`src/rtl/npc_pkg.sv`:
```
package npc_pkg;
  typedef enum logic [1:0] {
    FLOW_SEQ = 2'd0,
    FLOW_BEQ = 2'd1,
    FLOW_BNE = 2'd2,
    FLOW_JMP = 2'd3
  } flow_e;

  localparam int OPC_BITS = 6;
  localparam logic [OPC_BITS-1:0] OPC_BEQ = 6'd4;
  localparam logic [OPC_BITS-1:0] OPC_BNE = 6'd5;
  localparam logic [OPC_BITS-1:0] OPC_JMP = 6'd2;
endpackage

```
`src/rtl/npc_decode.sv`:
```
module npc_decode
  import npc_pkg::*;
#(
  parameter int OPC_W = OPC_BITS
) (
  input  logic [OPC_W-1:0] opcode,
  output flow_e            flow
);
  always_comb begin
    unique case (opcode)
      OPC_BEQ: flow = FLOW_BEQ;
      OPC_BNE: flow = FLOW_BNE;
      OPC_JMP: flow = FLOW_JMP;
      default: flow = FLOW_SEQ;
    endcase
  end
endmodule

```
`src/rtl/npc_cond.sv`:
```
module npc_cond
  import npc_pkg::*;
#(
  parameter int XLEN = 32
) (
  input  flow_e           flow,
  input  logic [XLEN-1:0] opnd_a,
  input  logic [XLEN-1:0] opnd_b,
  output logic            redirect
);
  logic same;

  assign same = (opnd_a == opnd_b);

  always_comb begin
    unique case (flow)
      FLOW_BEQ: redirect = same;
      FLOW_BNE: redirect = !same;
      FLOW_JMP: redirect = 1'b1;
      default:  redirect = 1'b0;
    endcase
  end
endmodule

```
`src/rtl/npc_target.sv`:
```
module npc_target #(
  parameter int XLEN   = 32,
  parameter int OFF_W  = 16,
  parameter int JIDX_W = 26
) (
  input  logic [XLEN-1:0]   pc,
  input  logic [OFF_W-1:0]  br_off,
  input  logic [JIDX_W-1:0] jmp_idx,
  output logic [XLEN-1:0]   seq_pc,
  output logic [XLEN-1:0]   br_pc,
  output logic [XLEN-1:0]   jmp_pc
);
  localparam int BYTE_SH = 2;
  localparam int EXT_W   = XLEN - OFF_W - BYTE_SH;
  localparam int HI_W    = XLEN - JIDX_W - BYTE_SH;
  localparam logic [XLEN-1:0] STEP = XLEN'(4);

  logic [XLEN-1:0] off_bytes;

  assign seq_pc    = pc + STEP;
  assign off_bytes = {{EXT_W{br_off[OFF_W-1]}}, br_off, {BYTE_SH{1'b0}}};
  assign br_pc     = seq_pc + off_bytes;
  assign jmp_pc    = {seq_pc[XLEN-1 -: HI_W], jmp_idx, {BYTE_SH{1'b0}}};
endmodule

```
`src/rtl/pc_sequencer.sv`:
```
module pc_sequencer
  import npc_pkg::*;
#(
  parameter int              XLEN     = 32,
  parameter int              OPC_W    = OPC_BITS,
  parameter int              OFF_W    = 16,
  parameter int              JIDX_W   = 26,
  parameter logic [XLEN-1:0] RESET_PC = '0
) (
  input  logic            clk,
  input  logic            rst,
  input  logic            stall,
  input  logic [XLEN-1:0] instr,
  input  logic [XLEN-1:0] src_a,
  input  logic [XLEN-1:0] src_b,
  output logic [XLEN-1:0] pc_q,
  output logic            taken_q
);
  localparam int HI_W = XLEN - JIDX_W - 2;
  localparam logic [XLEN-1:0] STEP = XLEN'(4);

  flow_e           flow;
  logic            redirect;
  logic [XLEN-1:0] seq_pc, br_pc, jmp_pc, next_pc;

  npc_decode #(.OPC_W(OPC_W)) u_dec (
    .opcode (instr[XLEN-1 -: OPC_W]),
    .flow   (flow)
  );

  npc_cond #(.XLEN(XLEN)) u_cond (
    .flow     (flow),
    .opnd_a   (src_a),
    .opnd_b   (src_b),
    .redirect (redirect)
  );

  npc_target #(.XLEN(XLEN), .OFF_W(OFF_W), .JIDX_W(JIDX_W)) u_tgt (
    .pc      (pc_q),
    .br_off  (instr[OFF_W-1:0]),
    .jmp_idx (instr[JIDX_W-1:0]),
    .seq_pc  (seq_pc),
    .br_pc   (br_pc),
    .jmp_pc  (jmp_pc)
  );

  always_comb begin
    next_pc = seq_pc;
    if (redirect) next_pc = (flow == FLOW_JMP) ? jmp_pc : br_pc;
  end

  always_ff @(posedge clk) begin
    if (rst) begin
      pc_q    <= RESET_PC;
      taken_q <= 1'b0;
    end else if (stall) begin
      taken_q <= 1'b0;
    end else begin
      pc_q    <= next_pc;
      taken_q <= redirect;
    end
  end

  // reset state seen right after reset releases
  a_r1_reset_state: assert property (@(posedge clk) disable iff (rst)
    $past(rst) |-> (pc_q == RESET_PC) && !taken_q);

  // stall freezes the PC and drops the flag
  a_r2_stall_hold: assert property (@(posedge clk) disable iff (rst)
    stall |=> $stable(pc_q) && !taken_q);

  // plain instructions step one word
  a_r3_seq_step: assert property (@(posedge clk) disable iff (rst)
    (!stall && flow == FLOW_SEQ) |=> (pc_q == $past(pc_q) + STEP) && !taken_q);

  // equal operands on branch-if-equal take the branch
  a_r4_beq_taken: assert property (@(posedge clk) disable iff (rst)
    (!stall && flow == FLOW_BEQ && src_a == src_b) |=> taken_q && (pc_q == $past(br_pc)));

  // differing operands on branch-if-not-equal take the branch
  a_r5_bne_taken: assert property (@(posedge clk) disable iff (rst)
    (!stall && flow == FLOW_BNE && src_a != src_b) |=> taken_q && (pc_q == $past(br_pc)));

  // failed branch falls through
  a_r6_fallthrough: assert property (@(posedge clk) disable iff (rst)
    (!stall && ((flow == FLOW_BEQ && src_a != src_b) || (flow == FLOW_BNE && src_a == src_b)))
    |=> !taken_q && (pc_q == $past(pc_q) + STEP));

  // jump keeps the upper bits of the incremented PC and stays aligned
  a_r8_jump_splice: assert property (@(posedge clk) disable iff (rst)
    (!stall && flow == FLOW_JMP) |=> taken_q
      && (pc_q[XLEN-1 -: HI_W] == $past(seq_pc[XLEN-1 -: HI_W])) && (pc_q[1:0] == 2'b00));
endmodule

```
`config.mk`:
```
export PLATFORM = sky130hd
export DESIGN_NAME = pc_sequencer
export DESIGN_NICKNAME = d
export VERILOG_FILES = /design/src/rtl/npc_pkg.sv /design/src/rtl/npc_decode.sv /design/src/rtl/npc_cond.sv /design/src/rtl/npc_target.sv /design/src/rtl/pc_sequencer.sv
export SDC_FILE = /design/constraint.sdc
export NUM_CORES = 1
export LEC_CHECK = 0
export BUFFER_PORTS_ARGS = -buffer_cell sky130_fd_sc_hd__buf_4
export CORE_ASPECT_RATIO = 1.75
export CORE_UTILIZATION = 46
export DETAILED_ROUTE_END_ITERATION = 8
export GPL_TIMING_DRIVEN = 0
export HOLD_SLACK_MARGIN = 0.1
export PLACE_DENSITY = 0.81
export SLEW_MARGIN = 10
export SYNTH_ARGS = -nofsm -noshare
export SYNTH_HDL_FRONTEND = slang
export SYNTH_SLANG_ARGS = --single-unit
```
`constraint.sdc`:
```
create_clock -name clk -period 11.1 [get_ports clk]
set_input_delay 2.22 -clock clk [delete_from_list [all_inputs] [get_ports clk]]
set_output_delay 2.22 -clock clk [all_outputs]
set_load 0.005 [all_outputs]
```
==> results.sh <==
export IMPL_coreArea_um2=8368
export IMPL_synth_edf_count=0
export IMPL_arrival_ns=5.77
export IMPL_timing_slew_headroom_pct=17.75
export IMPL_worst_path_buf_inv=2
export IMPL_maxCapViolations=0
export IMPL_dp_hpwl_mm=11.01
export IMPL_skew_ns=0.002737
export IMPL_num_rows=44
export IMPL_cts_setup_buffers=0
export IMPL_combPwrFrac_pct=30.7
export IMPL_ctsHoldBuffers=0
export IMPL_hold_start="pc_q[7]"
export IMPL_drt_pre_antenna_iters=5
export IMPL_ys_ff_latch=31
export IMPL_die_w_um=72.65
export IMPL_cpPeakStageDelay_ns=1.02
export IMPL_netlist_top_cells_area="dfxtp_1, ha_1, xor2_1"
export IMPL_seqPwrFrac_pct=31.9
export IMPL_routed_wl_mm=13.83
export IMPL_grt_total_usage_pct=29.95
export IMPL_p_per_area_nw_per_um2=70.68
export IMPL_post_route_min_period_ns=5.607
export IMPL_slowest_stage="a2111oi_0"
export IMPL_ant_nets=0
export IMPL_antenna_found_initial=0
export IMPL_wire_per_inst_um=17.73
export IMPL_clkPwrFrac_pct=37.4
export IMPL_crit_required_ns=11.27
export IMPL_numPortBuffers=127
export IMPL_synth_most_common_cell="nand2_1"
export IMPL_drc=0
export IMPL_vias=4589
export IMPL_cts_root_buffer_cell="clkbuf_16"
export IMPL_slew_viol_final=0
export IMPL_hold_viol=0
export IMPL_synth_top_area_share_pct=15.45
export IMPL_fin_crit_sh_pct=50.51
export IMPL_holdCritPathClass="reg -> reg"
export IMPL_start_util_pct=48.01
export IMPL_cts_buffer_depth=2
export IMPL_finalSetupViolations=0
export IMPL_min_path_cells=2
export IMPL_grt_pass1_wl_mm=21.40
export IMPL_reg2reg_slack_ns=6.02
export IMPL_crit_start="instr[7]"
export IMPL_place_congestion=0.9400
export IMPL_outcome="finished clean"
export IMPL_drive_gt1_share_pct=22.86
export IMPL_yosysSeqAreaShare_pct=15.45
export IMPL_synth_area_um2=4018
export IMPL_clock_sinks=31
export IMPL_routed_via_density=5.883
export IMPL_crit_fanout=7
export IMPL_r2r_start="pc_q[4]"
export IMPL_synth_main_ff_cell="dfxtp_1"
export IMPL_rsz0062_at_grt="false"
export IMPL_hold_end="pc_q[7]"
export IMPL_synthArstFlopShare_pct=0
export IMPL_p_leak_nw=2.386
export IMPL_p_sw_mw=0.1133
export IMPL_cts_made_buffers=5
export IMPL_yosys_top_cells_count="nand2_1, xor2_1, a21oi_1"
export IMPL_avgSynthCellArea_um2=7.580
export IMPL_grt_pass1_vias=4565
export IMPL_synth_distinct_cells=58
export IMPL_drtIter0Drc=270
export IMPL_overflow=0
export IMPL_path_cells="buf_4, ha_1, clkbuf_1, nand3_1, a2111oi_0, nor4_1, o21ai_1, and3_1, o21ai_1, mux2i_1, mux2i_1, mux2_2"
export IMPL_die_area_um2=9126
export IMPL_switching_share_pct=30.45
export IMPL_fin_setup_tns_ns=0
export IMPL_grt_max_degree=23
export IMPL_htreeDepth=2
export IMPL_cts_resized=0
export IMPL_synth_cells=530
export IMPL_synth_top_cell_by_area="dfxtp_1"
export IMPL_critPathLaunchType="input pin"
export IMPL_internal_power_mw=0.2587
export IMPL_layout_nets=802
export IMPL_cts_reportedPaths_clkPinSlew_ns=0.05
export IMPL_ir_drop_v=0.00007333
export IMPL_holdWs_ns=0.4775
export IMPL_cts_tree="yes"
export IMPL_rr_worst_depth=15
export IMPL_synthToLayoutAreaGrowth_pct=30.99
export IMPL_insertion_delay_ns=0.28
export IMPL_critical_path_top_delay_family="compound AO/OA/AOI/OAI gates"
export IMPL_worst_pin_slew_ns=1.203
export IMPL_crit_reg2reg_capture="pc_q[31]"
export IMPL_endpoint_kind="flip-flop"
export IMPL_diodes=0
export IMPL_crit_type="in -> reg"
export IMPL_fp_dieH_um=125.6
export IMPL_ios=132
export IMPL_fmax_ghz=0.1784
export IMPL_yosysWarnings=0
[placed cells by master (no fill, tap or decap), types with 4 or more instances in the layout]
cell type / count
and3_1: 4
a211o_1: 5
dfxtp_1: 31
o22ai_1: 7
nand3_1: 21
o21bai_1: 4
nor2_1: 35
inv_1: 15
xor2_1: 48
ha_1: 37
nor4_1: 13
o211ai_1: 9
buf_4: 132
nand2_1: 49
o21ai_0: 27
a21o_1: 22
clkbuf_1: 14
nand2b_1: 6
a21oi_1: 45
nor2b_1: 5
nand4_1: 9
clkbuf_16: 5
a31oi_1: 5
xnor2_1: 37
mux2i_1: 6
a221oi_1: 9
nor3_1: 11
[flip-flops by register name, indices dropped and copies added, names as in the netlist]
name,flops
pc_q,30
taken_q,1
[worst register-to-register path, cell delays in order (launching register included)]
cell       delay [ns]
dfxtp_1          0.44
nand3_1          0.18
nor2_1           0.43
nand2_1          0.31
xnor2_1          0.20
ha_1             0.28
clkbuf_1         0.24
nand3_1          0.13
a2111oi_0        1.02
nor4_1           0.24
o21ai_1          0.35
and3_1           0.27
o21ai_1          0.10
mux2i_1          0.20
mux2i_1          0.24
mux2_2           0.35
[stage by stage]
step | worst slack, ns | util, % | cells | power (mW) | instance area (um2)
finish | 5.493 | 62.89 | 780 | 0.3720 | 5263
global route | 5.397 | 62.89 | 780 | 0.3860 | 5263
CTS | 5.673 | 62.89 | 780 | 0.3692 | 5263
detailed placement | 5.399 | 61.17 | 773 | 0.2335 | 5119
global placement | 5.362 | 61.17 | 773 | 0.2310 | 5119
floorplan | 6.331 | - | 531 | 0.1819 | 4021
[final cells by class]
class	instances	area (um2)
sequential	31	620.6
buffer	21	106.4
fill	770	3105
tap	115	143.9
timing repair buffer	127	953.4
multi-input combinational	464	3238
clock buffer	6	138.9
clock inverter	1	5.005
inverter	15	56.30
[routing by layer]
metal	track usage (%)	routed length (um)	vias up
li1	-	-	2220
met1	29.51	4783	2086
met2	56.29	7228	231
met3	4.240	980	52
met4	18.69	835	0
met5	0	0	-
[power by group through the flow]
stage | clock network (mW) | registers [mW] | logic [mW]
after global placement | 0 | 0.121 | 0.110
after CTS | 0.137 | 0.119 | 0.114
after floorplan | 0 | 0.120 | 0.0620
final | 0.139 | 0.119 | 0.114
after detailed placement | 0 | 0.121 | 0.113
after global routing | 0.142 | 0.119 | 0.125
[logic make-up (layout without fill, tap and decap cells)]
kind of cell / count (synthesis) / after routing / share of synthesized area [%]
adders and majority gates: 38 / 38 / 12.02
xor gates and xnor gates: 85 / 85 / 18.53
DFF: 31 / 31 / 15.45
muxes: 7 / 7 / 1.775
other: 1 / 2 / 0.09334
buffers and inverters: 36 / 170 / 4.048
and+or+nand+nor: 170 / 170 / 21.40
AOI/OAI and AO/OA: 162 / 162 / 26.69
[how the worst max path moves through the flow]
stage / to / slack (ns) / depth (start not counted)
2_1_floorplan: pc_q[31] / 6.33 / 11
3_3_place_gp: pc_q[31] / 5.36 / 11
5_1_grt: pc_q[31] / 5.40 / 12
3_5_place_dp: pc_q[31] / 5.40 / 12
6_report: pc_q[31] / 5.49 / 12
4_1_cts: pc_q[31] / 5.67 / 12
Power figures use the tool's default switching activity.
